[src/rtl/sbp_pkg.sv]
`timescale 1ns/1ps
package sbp_pkg;
  // Outcome of probing the stream head with one lookup
  typedef enum logic [1:0] {
    PR_NONE  = 2'd0,  // no accepted miss lookup this cycle
    PR_HIT   = 2'd1,  // head matches, data present
    PR_WAIT  = 2'd2,  // head matches, data still in flight
    PR_ALLOC = 2'd3   // miss elsewhere: start a new stream
  } probe_e;
endpackage

[src/rtl/sbp_head_probe.sv]
`timescale 1ns/1ps
module sbp_head_probe
  import sbp_pkg::*;
#(
  parameter int LINE_W = 26
) (
  input  logic              lk_valid,
  input  logic              lk_ready,
  input  logic              lk_miss,
  input  logic [LINE_W-1:0] lk_line,
  input  logic              strm_valid,
  input  logic [LINE_W-1:0] head_line,
  input  logic              head_ready,
  output probe_e            outcome
);

  logic taken;
  logic head_match;

  assign taken      = lk_valid && lk_ready && lk_miss;
  assign head_match = strm_valid && (lk_line == head_line);

  always_comb begin
    if (!taken)          outcome = PR_NONE;
    else if (!head_match) outcome = PR_ALLOC;
    else if (head_ready)  outcome = PR_HIT;
    else                  outcome = PR_WAIT;
  end

endmodule

[src/rtl/sbp_line_store.sv]
`timescale 1ns/1ps
module sbp_line_store #(
  parameter int DEPTH  = 8,
  parameter int DATA_W = 64
) (
  input  logic                     clk,
  input  logic                     wr_en,
  input  logic [$clog2(DEPTH)-1:0] wr_slot,
  input  logic [DATA_W-1:0]        wr_data,
  input  logic [$clog2(DEPTH)-1:0] rd_slot,
  output logic [DATA_W-1:0]        rd_data
);

  localparam int SLOT_W = $clog2(DEPTH);

  logic [DEPTH-1:0]  wr_hot;
  logic [DATA_W-1:0] slot_q [DEPTH];

  for (genvar s = 0; s < DEPTH; s++) begin : g_dec
    assign wr_hot[s] = wr_en && (wr_slot == SLOT_W'(s));
  end

  always_ff @(posedge clk) begin
    for (int s = 0; s < DEPTH; s++) begin
      if (wr_hot[s]) slot_q[s] <= wr_data;
    end
  end

  assign rd_data = slot_q[rd_slot];

endmodule

[src/rtl/sbp_stream_ctrl.sv]
`timescale 1ns/1ps
module sbp_stream_ctrl #(
  parameter int LINE_W = 26,
  parameter int DEPTH  = 8,
  parameter int GEN_W  = 3
) (
  input  logic                     clk,
  input  logic                     rst_n,
  input  logic                     flush,
  input  logic                     do_alloc,
  input  logic [LINE_W-1:0]        alloc_line,
  input  logic                     do_pop,
  input  logic                     set_pend,
  input  logic                     req_ready,
  input  logic                     rsp_valid,
  input  logic [GEN_W-1:0]         rsp_gen,
  input  logic [LINE_W-1:0]        rsp_line,
  output logic                     strm_valid,
  output logic [LINE_W-1:0]        head_line,
  output logic [$clog2(DEPTH)-1:0] head_slot,
  output logic                     head_ready,
  output logic                     pend_q,
  output logic                     req_valid,
  output logic [LINE_W-1:0]        req_line,
  output logic [GEN_W-1:0]         gen,
  output logic                     wr_en,
  output logic [$clog2(DEPTH)-1:0] wr_slot
);

  localparam int PTR_W = $clog2(DEPTH);
  localparam int CNT_W = $clog2(DEPTH + 1);
  localparam logic [CNT_W-1:0] FULL_C = CNT_W'(DEPTH);

  logic              valid_q;
  logic [LINE_W-1:0] head_q;
  logic [PTR_W-1:0]  hd_q;
  logic [CNT_W-1:0]  iss_q;   // lines requested, counted from the head
  logic [CNT_W-1:0]  arr_q;   // lines arrived, counted from the head
  logic [GEN_W-1:0]  gen_q;
  logic              pend_r;

  logic              fire;
  logic              match;
  logic [LINE_W-1:0] expect_line;

  assign req_valid   = valid_q && (iss_q != FULL_C);
  assign req_line    = head_q + LINE_W'(iss_q);
  assign fire        = req_valid && req_ready;
  assign expect_line = head_q + LINE_W'(arr_q);
  assign match       = rsp_valid && valid_q && (rsp_gen == gen_q) &&
                       (arr_q != iss_q) && (rsp_line == expect_line);

  assign wr_en      = match;
  assign wr_slot    = hd_q + arr_q[PTR_W-1:0];
  assign strm_valid = valid_q;
  assign head_line  = head_q;
  assign head_slot  = hd_q;
  assign head_ready = (arr_q != '0);
  assign pend_q     = pend_r;
  assign gen        = gen_q;

  always_ff @(posedge clk or negedge rst_n) begin
    if (!rst_n) begin
      valid_q <= 1'b0;
      head_q  <= '0;
      hd_q    <= '0;
      iss_q   <= '0;
      arr_q   <= '0;
      gen_q   <= '0;
      pend_r  <= 1'b0;
    end else if (flush) begin
      valid_q <= 1'b0;
      iss_q   <= '0;
      arr_q   <= '0;
      gen_q   <= gen_q + 1'b1;
      pend_r  <= 1'b0;
    end else if (do_alloc) begin
      valid_q <= 1'b1;
      head_q  <= alloc_line + 1'b1;
      hd_q    <= '0;
      iss_q   <= '0;
      arr_q   <= '0;
      gen_q   <= gen_q + 1'b1;
    end else begin
      iss_q <= iss_q + CNT_W'(fire)  - CNT_W'(do_pop);
      arr_q <= arr_q + CNT_W'(match) - CNT_W'(do_pop);
      if (do_pop) begin
        head_q <= head_q + 1'b1;
        hd_q   <= hd_q + 1'b1;
        pend_r <= 1'b0;
      end
      if (set_pend) pend_r <= 1'b1;
    end
  end

endmodule

[src/rtl/sbp_stream_prefetcher.sv]
`timescale 1ns/1ps
module sbp_stream_prefetcher
  import sbp_pkg::*;
#(
  parameter int LINE_W = 26,
  parameter int DEPTH  = 8,
  parameter int GEN_W  = 3,
  parameter int DATA_W = 64
) (
  input  logic              clk,
  input  logic              rst_n,
  input  logic              flush,
  input  logic              lk_valid,
  output logic              lk_ready,
  input  logic [LINE_W-1:0] lk_line,
  input  logic              lk_miss,
  output logic              lk_hit,
  output logic              lk_pend,
  output logic              req_valid,
  input  logic              req_ready,
  output logic [LINE_W-1:0] req_line,
  output logic [GEN_W-1:0]  req_gen,
  input  logic              rsp_valid,
  input  logic [LINE_W-1:0] rsp_line,
  input  logic [GEN_W-1:0]  rsp_gen,
  input  logic [DATA_W-1:0] rsp_data,
  output logic              fill_valid,
  input  logic              fill_ready,
  output logic [LINE_W-1:0] fill_line,
  output logic [DATA_W-1:0] fill_data
);

  localparam int PTR_W = $clog2(DEPTH);

  probe_e            outcome;
  logic              strm_valid;
  logic [LINE_W-1:0] head_line;
  logic [PTR_W-1:0]  head_slot;
  logic              head_ready;
  logic              pend_q;
  logic              wr_en;
  logic [PTR_W-1:0]  wr_slot;
  logic [DATA_W-1:0] head_data;
  logic              pend_done;
  logic              do_pop;

  logic              fill_v_q;
  logic [LINE_W-1:0] fill_l_q;
  logic [DATA_W-1:0] fill_d_q;

  assign lk_ready  = !fill_v_q && !pend_q && !flush;
  assign lk_hit    = (outcome == PR_HIT);
  assign lk_pend   = (outcome == PR_WAIT);
  assign pend_done = pend_q && head_ready && !flush;
  assign do_pop    = lk_hit || pend_done;

  sbp_head_probe #(.LINE_W(LINE_W)) u_probe (
    .lk_valid   (lk_valid),
    .lk_ready   (lk_ready),
    .lk_miss    (lk_miss),
    .lk_line    (lk_line),
    .strm_valid (strm_valid),
    .head_line  (head_line),
    .head_ready (head_ready),
    .outcome    (outcome)
  );

  sbp_stream_ctrl #(.LINE_W(LINE_W), .DEPTH(DEPTH), .GEN_W(GEN_W)) u_ctrl (
    .clk        (clk),
    .rst_n      (rst_n),
    .flush      (flush),
    .do_alloc   (outcome == PR_ALLOC),
    .alloc_line (lk_line),
    .do_pop     (do_pop),
    .set_pend   (lk_pend),
    .req_ready  (req_ready),
    .rsp_valid  (rsp_valid),
    .rsp_gen    (rsp_gen),
    .rsp_line   (rsp_line),
    .strm_valid (strm_valid),
    .head_line  (head_line),
    .head_slot  (head_slot),
    .head_ready (head_ready),
    .pend_q     (pend_q),
    .req_valid  (req_valid),
    .req_line   (req_line),
    .gen        (req_gen),
    .wr_en      (wr_en),
    .wr_slot    (wr_slot)
  );

  sbp_line_store #(.DEPTH(DEPTH), .DATA_W(DATA_W)) u_store (
    .clk     (clk),
    .wr_en   (wr_en),
    .wr_slot (wr_slot),
    .wr_data (rsp_data),
    .rd_slot (head_slot),
    .rd_data (head_data)
  );

  // Fill register: loaded when the head is consumed, cleared on handshake
  always_ff @(posedge clk or negedge rst_n) begin
    if (!rst_n) begin
      fill_v_q <= 1'b0;
      fill_l_q <= '0;
      fill_d_q <= '0;
    end else if (do_pop) begin
      fill_v_q <= 1'b1;
      fill_l_q <= head_line;
      fill_d_q <= head_data;
    end else if (fill_ready) begin
      fill_v_q <= 1'b0;
    end
  end

  assign fill_valid = fill_v_q;
  assign fill_line  = fill_l_q;
  assign fill_data  = fill_d_q;

endmodule

[config.mk]
export PLATFORM = sky130hd
export DESIGN_NAME = sbp_stream_prefetcher
export DESIGN_NICKNAME = d
export VERILOG_FILES = /design/src/rtl/sbp_pkg.sv /design/src/rtl/sbp_head_probe.sv /design/src/rtl/sbp_line_store.sv /design/src/rtl/sbp_stream_ctrl.sv /design/src/rtl/sbp_stream_prefetcher.sv
export SDC_FILE = /design/constraint.sdc
export NUM_CORES = 1
export LEC_CHECK = 0
export ABC_CLOCK_PERIOD_IN_PS = 12800
export CAP_MARGIN = 15
export CORE_MARGIN = 3
export CORE_UTILIZATION = 29
export CTS_CLUSTER_SIZE = 30
export DETAILED_ROUTE_END_ITERATION = 10
export GPL_TIMING_DRIVEN = 0
export HOLD_SLACK_MARGIN = 0.06
export SETUP_SLACK_MARGIN = 0.05
export SYNTH_ARGS = -nofsm -noshare
export SYNTH_HDL_FRONTEND = slang
export SYNTH_HIERARCHICAL = 1
export SYNTH_SLANG_ARGS = --single-unit
[constraint.sdc]
create_clock -name clk -period 12.8 [get_ports clk]
set_clock_uncertainty 0.05 [all_clocks]
set_input_delay 2.56 -clock clk [delete_from_list [all_inputs] [get_ports clk]]
set_output_delay 2.56 -clock clk [all_outputs]
set_load 0.01 [all_outputs]
==> impl_metrics.py <==
metrics = {
    "routing": {
        "vias": 15600,
        "detail_route.vias_per_cell": 4.78,
        "wire_per_inst_um": 23.3,
        "drc": 0,
        "dr.pass1.iters": 6,
        "ant_nets": 0,
        "drt-initial-drc-count": 1142,
        "routed_wl_um": 75900,
    },
    "die": {
        "core_um2": 95600,
        "die_x_um": 317,
        "die_height_um": 317,
        "dieArea_um2": 101000,
        "ios": 251,
        "initial_core_util_pct": 29.4,
        "fp-row-count": 113,
    },
    "synthesis": {
        "synthCells": 1565,
        "ys_async_sr_fraction_pct": 20.6,
        "netlist_area_um2": 28100,
        "synthAdderAreaFrac_pct": 1.33,
        "synth-seq-area-share_pct": 66.5,
        "synth_top_family_by_area": "multiplexers",
        "syn_nets": 1719,
        "synth_most_common_cell": "edfxtp_1",
        "synth.area.top_cells": "edfxtp_1 (55%), dfrtp_1 (12%), mux4_2 (10%), mux2_4 (4.8%), mux2_2 (2.7%)",
        "synth_edf_count": 512,
        "synth_top_cell_by_area": "edfxtp_1",
        "postSynthAreaPerCell_um2": 18.0,
        "synth.top_cell.area_share_pct": 54.7,
        "synth_simple_gate_area_share_pct": 4.89,
        "synthXorXnorAreaFrac_pct": 3.86,
        "synth_compound_area_share_pct": 2.74,
        "ys_ff_latch": 645,
        "synth.area.mux_share_pct": 18.1,
        "ys_types": 80,
        "synth_common_cells": "edfxtp_1 (512), dfrtp_1 (133), mux4_2 (128)",
        "yosys_warnings": 6,
        "synthFlopType": "edfxtp_1",
    },
    "status": {
        "status": "completed",
    },
    "grt": {
        "antenna_found_initial": 12,
        "grt-ovfl-total": 0,
        "grt_max_degree": 83,
        "grt_pass1_wl_um": 112000,
        "grt_pass1_vias": 16200,
        "grt_usage_pct": 14.9,
    },
    "hold_path": {
        "hold_depth": 1,
        "worstHoldStart": "fill_data[41]",
        "hp-class": "reg -> reg",
    },
    "setup_path": {
        "cp-end-kind": "register",
        "critPathKind": "in -> reg",
        "startpoint_type": "input pin",
        "worst_path_largest_cell_delay_ns": 0.57,
        "cp-startpoint": "flush",
        "worst_r2r_endpoint": "u_ctrl/head_line[20]",
        "regToRegStartpoint": "u_ctrl/arr_q[2]",
        "r2r_slack_ns": 6.80,
        "critPathSlowestCell": "clkdlybuf4s50_1",
        "crit_buf_inv": 8,
        "arrival_ns": 8.43,
        "required_ns": 13.31,
        "cp-endpoint": "u_ctrl/head_line[20]",
        "crit_fanout": 10,
        "cp.depth": 21,
        "crit_family": "buffers and inverters",
        "reg2regPathDepth": 22,
        "crit_chain": "clkdlybuf4s50_1 > nor3_1 > nand3_1 > a21oi_1 > and2_1 > buf_6 > clkbuf_8 > buf_2 > buf_1 > buf_1 > clkbuf_1 > nand2_1 > o21ai_0 > ha_1 > inv_1 > a221oi_4 > and3_4 > nand2_4 > or4_1 > a21oi_1 > a221o_1",
    },
    "placed_design": {
        "port-buffer-count": 250,
        "place_congestion": 0.855,
        "pre_cts_ws_ns": 4.41,
        "placed_cell_area_um2": 32800,
        "dp_hpwl_um": 52500,
    },
    "cells_and_area": {
        "syn2layout_area_growth_pct": 25.9,
        "num-nets-final": 2079,
        "layout-drive-gt1-share_pct": 26.2,
        "fin_util_pct": 37.0,
        "stdcell_area_um2": 35400,
    },
    "timing": {
        "max_freq_mhz": 126,
        "rsz0062_at_grt": "no",
        "fin_crit_ns": 7.92,
        "hold_viol": 0,
        "setup_viol": 0,
        "maxSlewViolCount": 0,
        "setup_ws_ns": 4.88,
        "worst_pin_slew_ns": 0.987,
        "period_share_pct": 61.9,
        "relSlewSlack_pct": 34.2,
        "tns_ns": 0,
    },
    "clocking": {
        "cts_buffer_depth": 3,
        "clock_sinks": 645,
        "clock-root-buffer": "clkbuf_16",
        "cts_tree": "built",
        "cts_setup_buffers": 0,
        "ctsResizeCount": 0,
        "clock_latency_ns": 0.62,
        "h-tree-depth": 3,
        "clk_pin_slew_ns": 0.07,
        "cts_buffers": 73,
        "cts_hold_buf": 0,
    },
    "power": {
        "p_switching_w": 0.00154,
        "swShare_pct": 25.8,
        "internal_power_w": 0.00445,
        "seqPwrFrac_pct": 42.1,
        "power_density_nw_per_um2": 169,
        "peakVddDrop_mv": 0.102,
        "power.leakage_nw": 12.3,
        "pwr-share-clk_pct": 36.7,
        "p_comb_share_pct": 21.1,
    },
    "job": {
        "max-cap-violations": 0,
    },
}
[registers in the layout, summed over array words and instances (netlist names)]
name	cells
fill_valid	1
u_ctrl/head_line	26
fill_line	26
u_ctrl/gen	3
u_store/slot_q	512
fill_data	64
u_ctrl/iss_q	4
u_ctrl/strm_valid	1
u_ctrl/arr_q	4
u_ctrl/head_slot	3
u_ctrl/pend_q	1
[how the worst min path moves through the flow]
stage	end	slack, ns
4_1_cts	fill_data[41]	0.46
2_1_floorplan	u_ctrl/strm_valid	0.45
5_1_grt	fill_data[33]	0.47
6_report	fill_data[41]	0.46
3_3_place_gp	fill_data[40]	0.44
3_5_place_dp	fill_data[42]	0.45
[final cells by class]
| type | instances | area (um2) |
|---|---|---|
| clock inverter | 52 | 641 |
| multi-input combinational | 809 | 8750 |
| sequential | 645 | 18700 |
| timing repair buffer | 285 | 3050 |
| inverter | 30 | 113 |
| tap | 1265 | 1580 |
| fill | 8935 | 60200 |
| clock buffer | 84 | 1930 |
| antenna | 4 | 10.0 |
| buffer | 81 | 622 |
[power groups by stage]
stage	logic, W	registers, W	clock network (W)
after floorplan	0.000661	0.00258	0
after global placement	0.00126	0.00257	0
after detailed placement	0.00129	0.00257	0
after CTS	0.00130	0.00253	0.00228
after global routing	0.00136	0.00255	0.00236
final	0.00127	0.00253	0.00220
[cells by family after synthesis]
logic type,after synthesis
muxes,295
and+or+nand+nor,250
buffers and inverters,111
xor gates and xnor gates,124
adders and majority gates,27
AOI/OAI and AO/OA,113
DFF,645
[per-stage QoR]
| step | cells | total power (W) | hold WS [ns] |
|---|---|---|---|
| 2_1_floorplan | 1565 | 0.00324 | 0.447 |
| 3_5_place_dp | 3115 | 0.00386 | 0.446 |
| 3_3_place_gp | 3080 | 0.00383 | 0.444 |
| 4_1_cts | 3251 | 0.00610 | 0.463 |
| 5_1_grt | 3252 | 0.00627 | 0.474 |
| 6_report | 3255 | 0.00599 | 0.461 |
[worst reg2reg max path, cell delays in order, from the launching register on]
cell      delay, ns
dfrtp_1        0.40
inv_1          0.16
ha_1           0.23
nand3_1        0.21
nor4_1         0.10
a21oi_1        0.33
and2_1         0.20
buf_6          0.14
clkbuf_8       0.17
buf_2          0.26
buf_1          0.48
buf_1          0.55
clkbuf_1       0.55
nand2_1        0.12
o21ai_0        0.11
ha_1           0.32
inv_1          0.10
a221oi_4       0.36
and3_4         0.32
nand2_4        0.08
or4_1          0.41
a21oi_1        0.16
a221o_1        0.13
[cells in the final DEF, fill, tap and decap left out, types with 10 or more instances in the layout]
master           instances
a21oi_1                 24
buf_1                   11
buf_12                  22
buf_2                   15
buf_4                   11
buf_6                   28
bufinv_16               12
clkbuf_1                30
clkbuf_16               75
clkdlybuf4s50_1        249
clkinv_2                13
dfrtp_1                133
edfxtp_1               512
ha_1                    22
inv_1                   30
mux2_2                  68
mux2_4                  89
mux2i_1                 10
mux4_2                 128
nand2_1                 64
nand3_1                 22
nand4_1                 22
nor2_1                  44
nor3_1                  15
nor4_1                  11
o21ai_0                 32
xnor2_1                 80
xor2_1                  44
[per-layer routing]
metal / routed length (um) / track usage [%]
met1: 33600 / 20.2
met5: 57 / 0
met2: 35800 / 24.0
met3: 5100 / 3.69
met4: 1450 / 3.78
(Power assumes the default switching activity.)
